--- src/rtl/xsc_pkg.sv ---
package xsc_pkg;
  localparam int unsigned SAMPLE_W = 12;
  localparam int unsigned IDX_W    = $clog2(SAMPLE_W);

  typedef enum logic [1:0] {
    WM_FULL   = 2'd0,
    WM_MINUS1 = 2'd1,
    WM_MINUS2 = 2'd2,
    WM_MINUS4 = 2'd3
  } wmode_e;

  // lower of the two key bit positions for each width mode
  function automatic logic [IDX_W-1:0] key_base(input wmode_e m);
    case (m)
      WM_FULL:   key_base = IDX_W'(0);
      WM_MINUS1: key_base = IDX_W'(1);
      WM_MINUS2: key_base = IDX_W'(2);
      default:   key_base = IDX_W'(4);
    endcase
  endfunction
endpackage

--- src/rtl/xsc_rst_sync.sv ---
module xsc_rst_sync #(
  parameter int unsigned STAGES = 2
) (
  input  logic clk,
  input  logic rst_n,
  output logic rst_n_sync
);
  logic [STAGES-1:0] chain_q;
  logic [STAGES-1:0] chain_d;

  always_comb begin
    chain_d = {chain_q[STAGES-2:0], 1'b1};
  end

  always_ff @(posedge clk or negedge rst_n) begin
    if (!rst_n) chain_q <= '0;
    else        chain_q <= chain_d;
  end

  assign rst_n_sync = chain_q[STAGES-1];
endmodule

--- src/rtl/xsc_key_pick.sv ---
module xsc_key_pick
  import xsc_pkg::*;
#(
  parameter int unsigned W = SAMPLE_W
) (
  input  logic [W-1:0]     d,
  input  wmode_e           mode,
  output logic [IDX_W-1:0] base,
  output logic             key
);
  always_comb begin
    base = key_base(mode);
    key  = d[base] ^ d[base + IDX_W'(1)];
  end
endmodule

--- src/rtl/xsc_mixer.sv ---
module xsc_mixer
  import xsc_pkg::*;
#(
  parameter int unsigned W = SAMPLE_W
) (
  input  logic [W-1:0]     d,
  input  logic             strobe,
  input  logic             en,
  input  logic             ts_lsb,
  input  logic [IDX_W-1:0] base,
  input  logic             key,
  output logic [W-1:0]     y,
  output logic             y_strobe
);
  logic eff_key;

  always_comb begin
    eff_key  = en & key;
    y_strobe = strobe ^ eff_key;
  end

  genvar k;
  generate
    for (k = 0; k < W; k++) begin : g_bit
      if (k == 0) begin : g_lsb
        always_comb begin
          if (base == '0)
            y[0] = en ? (d[0] ^ d[1]) : d[0];
          else if (ts_lsb)
            y[0] = d[0] ^ eff_key;
          else
            y[0] = 1'b0;
        end
      end else begin : g_up
        localparam logic [IDX_W-1:0] KI = IDX_W'(k);
        always_comb begin
          if (KI > base + IDX_W'(1))
            y[k] = d[k] ^ eff_key;
          else if (KI == base + IDX_W'(1))
            y[k] = d[k];
          else if (KI == base)
            y[k] = en ? (d[k] ^ d[k+1]) : d[k];
          else
            y[k] = 1'b0;
        end
      end
    end
  endgenerate
endmodule

--- src/rtl/xsc_out_reg.sv ---
module xsc_out_reg #(
  parameter int unsigned W = 12
) (
  input  logic         clk,
  input  logic         rst_n,
  input  logic         load,
  input  logic [W-1:0] y_in,
  input  logic         s_in,
  output logic         v_out,
  output logic [W-1:0] y_out,
  output logic         s_out
);
  logic [W-1:0] y_d;
  logic         s_d;

  always_comb begin
    y_d = y_out;
    s_d = s_out;
    if (load) begin
      y_d = y_in;
      s_d = s_in;
    end
  end

  always_ff @(posedge clk or negedge rst_n) begin
    if (!rst_n) begin
      v_out <= 1'b0;
      y_out <= '0;
      s_out <= 1'b0;
    end else begin
      v_out <= load;
      y_out <= y_d;
      s_out <= s_d;
    end
  end
endmodule

--- src/rtl/xor_lane_scrambler.sv ---
module xor_lane_scrambler
  import xsc_pkg::*;
#(
  parameter int unsigned W = SAMPLE_W,
  parameter int unsigned RST_STAGES = 2
) (
  input  logic         clk,
  input  logic         rst_n,
  input  logic         in_valid,
  input  logic [W-1:0] in_sample,
  input  logic         in_strobe,
  input  logic         scr_en,
  input  logic [1:0]   width_sel,
  input  logic         ts_lsb,
  output logic         out_valid,
  output logic [W-1:0] out_sample,
  output logic         out_strobe
);
  logic             rst_n_i;
  logic [IDX_W-1:0] base;
  logic             key;
  logic [W-1:0]     mixed;
  logic             mixed_strobe;
  wmode_e           mode;

  assign mode = wmode_e'(width_sel);

  xsc_rst_sync #(.STAGES(RST_STAGES)) u_rst (
    .clk(clk), .rst_n(rst_n), .rst_n_sync(rst_n_i)
  );

  xsc_key_pick #(.W(W)) u_key (
    .d(in_sample), .mode(mode), .base(base), .key(key)
  );

  xsc_mixer #(.W(W)) u_mix (
    .d(in_sample), .strobe(in_strobe), .en(scr_en), .ts_lsb(ts_lsb),
    .base(base), .key(key), .y(mixed), .y_strobe(mixed_strobe)
  );

  xsc_out_reg #(.W(W)) u_reg (
    .clk(clk), .rst_n(rst_n_i), .load(in_valid),
    .y_in(mixed), .s_in(mixed_strobe),
    .v_out(out_valid), .y_out(out_sample), .s_out(out_strobe)
  );
endmodule

--- config.mk ---
export PLATFORM = sky130hd
export DESIGN_NAME = xor_lane_scrambler
export DESIGN_NICKNAME = d
export VERILOG_FILES = /design/src/rtl/xsc_pkg.sv /design/src/rtl/xsc_rst_sync.sv /design/src/rtl/xsc_key_pick.sv /design/src/rtl/xsc_mixer.sv /design/src/rtl/xsc_out_reg.sv /design/src/rtl/xor_lane_scrambler.sv
export SDC_FILE = /design/constraint.sdc
export NUM_CORES = 1
export LEC_CHECK = 0
export BUFFER_PORTS_ARGS = -buffer_cell sky130_fd_sc_hd__buf_2
export CAP_MARGIN = 10
export CORE_MARGIN = 2
export CORE_UTILIZATION = 35
export DETAILED_ROUTE_END_ITERATION = 12
export HOLD_SLACK_MARGIN = 0.02
export SLEW_MARGIN = 20
export SYNTH_ARGS = -nofsm -noshare
export SYNTH_HDL_FRONTEND = slang
export SYNTH_SLANG_ARGS = --single-unit
--- constraint.sdc ---
create_clock -name clk -period 0.8 [get_ports clk]
set_clock_uncertainty 0.15 [all_clocks]
set_input_delay 0.08 -clock clk [delete_from_list [all_inputs] [get_ports clk]]
set_output_delay 0.08 -clock clk [all_outputs]
set_load 0.03 [all_outputs]
# After elaboration in Yosys (flattened, before gate mapping)
# Cells that the tools add are included.
dict set report classes {
  reduce_logical 2
  bitwise_logic 26
  eq_ne 24
  muxes 52
  addsub 1
  n_lt_le_gt_ge 13
}
# operator n
set op_table {}
lappend op_table {{$mux 1} 49}
lappend op_table {{$xor 1x1->1} 25}
lappend op_table {{$eq 3x4->1 const A} 4}
lappend op_table {{$eq 4x3->1 const A} 4}
lappend op_table {{$eq 4x4->1 const A} 4}
lappend op_table {{$gt 3x4->1 const A} 4}
lappend op_table {{$gt 4x4->1 const A} 4}
lappend op_table {{$eq 3x3->1 const A} 4}
lappend op_table {{$pmux 3 s3} 1}
lappend op_table {{$bmux 1 s4} 2}
lappend op_table {{$eq 2x4->1 const A} 2}
lappend op_table {{$gt 2x4->1 const A} 2}
lappend op_table {{$eq 2x3->1 const A} 2}
lappend op_table {{$lt 3x5->1 const B} 1}
lappend op_table {{$lt 4x5->1 const B} 1}
lappend op_table {{$add 3x1->4 const B} 1}
lappend op_table {{$eq 1x4->1 const A} 1}
lappend op_table {{$gt 1x4->1 const A} 1}
lappend op_table {{$logic_not 4->1} 1}
lappend op_table {{$eq 1x3->1 const A} 1}
lappend op_table {{$eq 2x1->1 const B} 1}
lappend op_table {{$eq 2x2->1 const B} 1}
lappend op_table {{$logic_not 2->1} 1}
lappend op_table {{$and 1x1->1} 1}
dict set report totals {
  in_bits 20
  reg_bits 16
  output_inout_bits 14
}

# Depth between registers and ports, before layout
dict set report logic_depth {
  word_depth 10
  mapped_depth 9
  mapped_depth_nobuf 7
}

# Hierarchy
# A second synthesis with hierarchy kept.
dict set report hier_totals {
  hier_cells 192
  hier_area_um2 1725.4
}
# mod area_each_um2 cells_per_inst seq_area_each_um2 n_inst
set by_module_without_submodules {}
lappend by_module_without_submodules {xsc_mixer 905.9 138 0.0 1}
lappend by_module_without_submodules {xsc_out_reg 545.5 28 350.3 1}
lappend by_module_without_submodules {xsc_key_pick 220.2 23 0.0 1}
lappend by_module_without_submodules {xsc_rst_sync 53.8 3 50.0 1}

# Worst setup path before layout
# OpenSTA, ideal clock, no wires.
dict set report synth_path {
  path_kind {input-to-reg}
  start {in width_sel[1]}
  end {reg u_reg.s_out}
  path_slack_ns -1.372
  required_ns 0.524
  setup_ns 0.126
  arrival_time_ns 1.896
  n_path_buf 1
  cell_stages 8
  cell_sequence {inv_1 -> ha_1 -> buf_6 -> mux4_2 -> mux2i_4 -> nor4_4 -> o311a_1 -> a221o_1}
}
dict set report synth_between {
  elab_chain_cells 8
  word_cells_on_any_way 12
  classes_between {add/sub (1); eq/ne (2); mux (5); bitwise (3); reduce/logical (1)}
}
# element line
set synth_rtl {}
lappend synth_rtl {{start, declared} xor_lane_scrambler.sv:13} ;# input logic [1:0] width_sel,
lappend synth_rtl {{$eq 2x2->1 (tied with other cells)} xsc_pkg.sv:14} ;# case (m)
lappend synth_rtl {{$pmux 3 s3 (*)} xsc_pkg.sv:14}
lappend synth_rtl {{$add 3x1->4} xsc_key_pick.sv:13} ;# key = d[base] ^ d[base + IDX_W'(1)];
lappend synth_rtl {{$bmux 1 s4} xsc_key_pick.sv:13}
lappend synth_rtl {{$mux 1 (implied by the code)} xsc_key_pick.sv:13}
lappend synth_rtl {{$xor 1x1->1 (*)} xsc_key_pick.sv:13}
lappend synth_rtl {{$and 1x1->1 (*)} xsc_mixer.sv:18} ;# eff_key = en & key;
lappend synth_rtl {{$xor 1x1->1 (*)} xsc_mixer.sv:19} ;# y_strobe = strobe ^ eff_key;
lappend synth_rtl {{end signal, assigned} xsc_out_reg.sv:29} ;# s_out <= 1'b0;
lappend synth_rtl {{end signal, assigned} xsc_out_reg.sv:33} ;# s_out <= s_d;
lappend synth_rtl {{end, declared} xsc_out_reg.sv:11} ;# output logic s_out
# Every way passes the cells marked *; elsewhere a longest branch is shown, timed or not. The select of a mux whose other input is x is not followed.
# A chain may end at the register's enable or synchronous reset.

# Final worst setup path
# Same ends and word-level chain as after synthesis.

==> impl_metrics.xml <==
<?xml version="1.0" encoding="UTF-8"?>
<metrics>
  <group name="clock_tree">
    <metric name="clock_buffer_count_from_cts" unit="">3</metric>
    <metric name="cts_root_buf" unit="">sky130_fd_sc_hd__clkbuf_8</metric>
    <metric name="number_of_h_tree_levels" unit="">1</metric>
    <metric name="cts.sinks" unit="">16</metric>
    <metric name="cts_buffer_depth" unit="">2</metric>
    <metric name="clkSlewWorstSetupHoldPaths" unit="ns">0.06</metric>
    <metric name="holdBufCountCts" unit="">1</metric>
    <metric name="tritoncts_clock_tree" unit="">built</metric>
    <metric name="worst_skew_pair.late_latency" unit="ns">0.24</metric>
  </group>
  <group name="synth">
    <metric name="post_synthesis_cells" unit="">172</metric>
    <metric name="synth_top_area_cell" unit="">sky130_fd_sc_hd__dfrtp_1</metric>
    <metric name="synth_enable_flop_cells" unit="">0</metric>
    <metric name="post-synth-top-count-cell" unit="">sky130_fd_sc_hd__dfrtp_1</metric>
    <metric name="synthesis.area" unit="mm²">0.00154</metric>
    <metric name="synth-async-reset-ratio" unit="">1.00</metric>
    <metric name="yosysTopAreaCellShare" unit="">0.260</metric>
    <metric name="ys_top_cells_by_count" unit="">16 x sky130_fd_sc_hd__dfrtp_1, 15 x sky130_fd_sc_hd__nor2_1, 14 x sky130_fd_sc_hd__nand2_1</metric>
    <metric name="mapped_avg_cell_area" unit="µm²">8.96</metric>
    <metric name="ys_seq_elements" unit="">16</metric>
    <metric name="synth_seq_area_share" unit="">0.260</metric>
    <metric name="count_of_yosys_warnings_during_synthesis" unit="">0</metric>
    <metric name="yosysUniqueCellTypes" unit="">57</metric>
    <metric name="ys.flop_type" unit="">sky130_fd_sc_hd__dfrtp_1</metric>
    <metric name="synth.net_count" unit="">200</metric>
    <metric name="synth_top_cells_by_area" unit="">sky130_fd_sc_hd__dfrtp_1 26%, sky130_fd_sc_hd__ha_1 6.5%, sky130_fd_sc_hd__o211ai_1 5.8%</metric>
  </group>
  <group name="critical_path">
    <metric name="cp_slowest_stage_delay" unit="ns">0.52</metric>
    <metric name="worst_setup_path_start_kind" unit="">input pin</metric>
    <metric name="end_kind" unit="">register</metric>
    <metric name="crit_path_max_fanout" unit="">7</metric>
    <metric name="setup.worst_path.class" unit="">in2reg</metric>
    <metric name="path_cells" unit="">buf_12, inv_16, ha_4, mux4_2, mux2i_4, o31a_4, nor3_4, a221o_1</metric>
    <metric name="destination_of_the_worst_register_to_register_timing_path" unit="">u_reg.y_out[7]</metric>
    <metric name="r2r_start" unit="">u_reg.y_out[7]</metric>
    <metric name="regToRegSetupSlack" unit="ns">-0.38</metric>
    <metric name="cp.arrival" unit="ns">1.83</metric>
    <metric name="critical_path.slowest_cell" unit="">sky130_fd_sc_hd__mux4_2</metric>
    <metric name="worst-endpoint-required" unit="ns">0.78</metric>
    <metric name="worstRegToRegCells" unit="">3</metric>
  </group>
  <group name="run_status">
    <metric name="violations_in_the_final_reports" unit="">negative hold slack, negative setup slack</metric>
    <metric name="outcome" unit="">complete, but fails checks</metric>
  </group>
  <group name="timing">
    <metric name="timing.final.hold_violations" unit="">3</metric>
    <metric name="fin_tns_setup" unit="ns">-15.58</metric>
    <metric name="timing.final.crit_share" unit="">2.31</metric>
    <metric name="finalMaxSlewViolations" unit="">0</metric>
    <metric name="timing.fmax" unit="MHz">541</metric>
    <metric name="final.hold.worst_slack" unit="ns">-0.00783</metric>
    <metric name="finalCriticalPeriod" unit="ns">1.85</metric>
    <metric name="final_critical_path_setup_slack" unit="ns">-1.05</metric>
    <metric name="final-setup-viol-count" unit="">27</metric>
    <metric name="setup_repair_after_global_routing_missed_its_margin" unit="">yes</metric>
  </group>
  <group name="layout">
    <metric name="antenna-diode-count" unit="">0</metric>
    <metric name="layout-drive-gt1-share" unit="">0.502</metric>
    <metric name="design_area" unit="mm²">0.00247</metric>
    <metric name="area_growth" unit="%">60.1</metric>
    <metric name="fill_cells" unit="">393</metric>
    <metric name="finish.net_count" unit="">286</metric>
  </group>
  <group name="global_routing">
    <metric name="vias_in_the_first_global_route" unit="">1639</metric>
    <metric name="global_route_wire_length_before_repair" unit="µm">7540</metric>
    <metric name="overflow" unit="">0</metric>
    <metric name="grt_antenna_before_repair" unit="">0</metric>
    <metric name="groute.usage.overall" unit="">0.188</metric>
    <metric name="maximum_number_of_pins_on_one_net_before_global_route_repair" unit="">15</metric>
  </group>
  <group name="placement">
    <metric name="hpwlAfterDp" unit="µm">3530</metric>
    <metric name="port_buffers" unit="">33</metric>
    <metric name="placer_s_final_routability_congestion_estimate" unit="">0.909</metric>
    <metric name="place_area" unit="mm²">0.00215</metric>
  </group>
  <group name="floorplan">
    <metric name="floorplan.initialDensity" unit="">0.359</metric>
    <metric name="die_outline_width" unit="µm">70.4</metric>
    <metric name="ios" unit="">34</metric>
    <metric name="core_region_area" unit="mm²">0.00429</metric>
    <metric name="dieArea" unit="mm²">0.00495</metric>
    <metric name="die_h" unit="µm">70.4</metric>
    <metric name="std_cell_rows" unit="">24</metric>
  </group>
  <group name="power">
    <metric name="static_leakage" unit="µW">0.00110</metric>
    <metric name="vdd_drop_max" unit="mV">0.513</metric>
    <metric name="pwr_density_cell" unit="mW/mm²">1380</metric>
  </group>
  <group name="detailed_routing">
    <metric name="routed_wirelength" unit="µm">4490</metric>
    <metric name="wl_per_cell" unit="µm">14.5</metric>
    <metric name="drtAntennaViolNets" unit="">0</metric>
    <metric name="post-route-drc-count" unit="">0</metric>
    <metric name="firstDrtPassIters" unit="">5</metric>
    <metric name="route.detailed.vias_per_inst" unit="">5.28</metric>
    <metric name="vias" unit="">1632</metric>
    <metric name="detailedRoute.firstIterationViolations" unit="">68</metric>
  </group>
  <group name="job">
    <metric name="cap_violations" unit="">0</metric>
  </group>
  <group name="worst_hold_path">
    <metric name="min_path_type" unit="">in2async</metric>
  </group>
</metrics>
## registers in the layout (all words and copies together) (netlist names)
signal and flops:
u_reg.s_out 1, u_rst.chain_q 2, u_reg.y_out 12, u_reg.v_out 1
## final cells by class
class | count | area (µm²) | area share
flip-flops and latches | 16 | 400 | 0.162
inverters | 13 | 65.1 | 0.0264
well taps | 52 | 65.1 | 0.0264
clock buffers | 4 | 55.1 | 0.0223
repair buffers | 93 | 738 | 0.299
multi-input cells | 131 | 1140 | 0.464
## cells in the final DEF (no fill, tap or decap), types with 2 or more instances in the layout
| cell | Yosys | routed |
|---|---|---|
| sky130_fd_sc_hd__a21oi_1 | 3 | 3 |
| sky130_fd_sc_hd__a22o_1 | 2 | 2 |
| sky130_fd_sc_hd__and3_1 | 3 | 3 |
| sky130_fd_sc_hd__buf_2 | 3 | 17 |
| sky130_fd_sc_hd__buf_4 | 0 | 56 |
| sky130_fd_sc_hd__buf_6 | 3 | 18 |
| sky130_fd_sc_hd__clkbuf_8 | 0 | 4 |
| sky130_fd_sc_hd__dfrtp_1 | 16 | 16 |
| sky130_fd_sc_hd__ha_1 | 8 | 2 |
| sky130_fd_sc_hd__ha_2 | 0 | 2 |
| sky130_fd_sc_hd__ha_4 | 0 | 4 |
| sky130_fd_sc_hd__inv_1 | 11 | 9 |
| sky130_fd_sc_hd__inv_2 | 2 | 3 |
| sky130_fd_sc_hd__mux2_1 | 2 | 2 |
| sky130_fd_sc_hd__mux2i_1 | 2 | 2 |
| sky130_fd_sc_hd__mux4_2 | 2 | 3 |
| sky130_fd_sc_hd__nand2_1 | 14 | 14 |
| sky130_fd_sc_hd__nand2b_1 | 5 | 4 |
| sky130_fd_sc_hd__nand3_1 | 8 | 8 |
| sky130_fd_sc_hd__nand3b_1 | 2 | 2 |
| sky130_fd_sc_hd__nor2_1 | 15 | 15 |
| sky130_fd_sc_hd__nor2b_1 | 5 | 4 |
| sky130_fd_sc_hd__nor4_1 | 2 | 2 |
| sky130_fd_sc_hd__o2111ai_2 | 0 | 2 |
| sky130_fd_sc_hd__o211ai_1 | 12 | 12 |
| sky130_fd_sc_hd__o21ai_0 | 4 | 4 |
| sky130_fd_sc_hd__o221ai_1 | 4 | 3 |
| sky130_fd_sc_hd__o311a_1 | 2 | 2 |
| sky130_fd_sc_hd__o311ai_2 | 2 | 2 |
| sky130_fd_sc_hd__or4_1 | 2 | 2 |
## repair_timing
action	4_1_cts	5_1_grt
pin swaps	6	11
hold endpoints to repair	5	4
setup endpoints to repair	27	27
gates resized for setup	48	6
setup buffers	5	2
## metrics by stage
step | setup WS (ns) | instances | hold WS (ns) | total power, µW | utilization
3_3_place_gp | -1.48 | 297 | -0.283 | 2380 | 0.502
6_report | -1.05 | 309 | -0.00783 | 3400 | 0.575
5_1_grt | -1.09 | 309 | 0.00000794 | 3580 | 0.575
3_5_place_dp | -1.55 | 297 | -0.280 | 2400 | 0.502
2_1_floorplan | -1.22 | 172 | -0.366 | 1860 | -
4_1_cts | -1.04 | 307 | -0.0123 | 3370 | 0.565
## per-layer routing
metal  GRT usage  part of all wire
met1       0.244              0.44
met2       0.319              0.50
met3      0.0144             0.037
met4      0.0769             0.017
met5           0                 0
## critical path, delay by kind of cell
kind | cells | cell delay (ns)
mux | 2 | 0.77
compound gates | 2 | 0.57
simple gates | 1 | 0.08
buf+inv | 2 | 0.18
fa+ha+maj | 1 | 0.14
## cells by family after synthesis
group / Yosys count / share of synthesized area
AO/OA/AOI/OAI: 48 / 0.264
XOR/XNOR: 2 / 0.0114
adder cells (fa/ha/maj): 8 / 0.0649
buffers and inverters: 25 / 0.0779
flip-flops: 16 / 0.260
multiplexers: 8 / 0.0885
other: 1 / 0.00243
AND/OR/NAND/NOR: 64 / 0.231
## worst max-delay path by stage
stage,startpoint,endpoint
3_5_place_dp,width_sel[1],u_reg.y_out[2]
2_1_floorplan,width_sel[1],u_reg.s_out
5_1_grt,width_sel[1],u_reg.s_out
6_report,width_sel[1],u_reg.s_out
4_1_cts,width_sel[1],u_reg.s_out
3_3_place_gp,width_sel[1],u_reg.y_out[7]
## power breakdown
group,leakage (µW),internal (µW),switching (µW)
combinational,0.000883,837,862
sequential,0.000193,920,80.8
clock,0.0000288,436,264
total,0.00110,2190,1210
No activity file was read; power rests on OpenSTA's default activity.
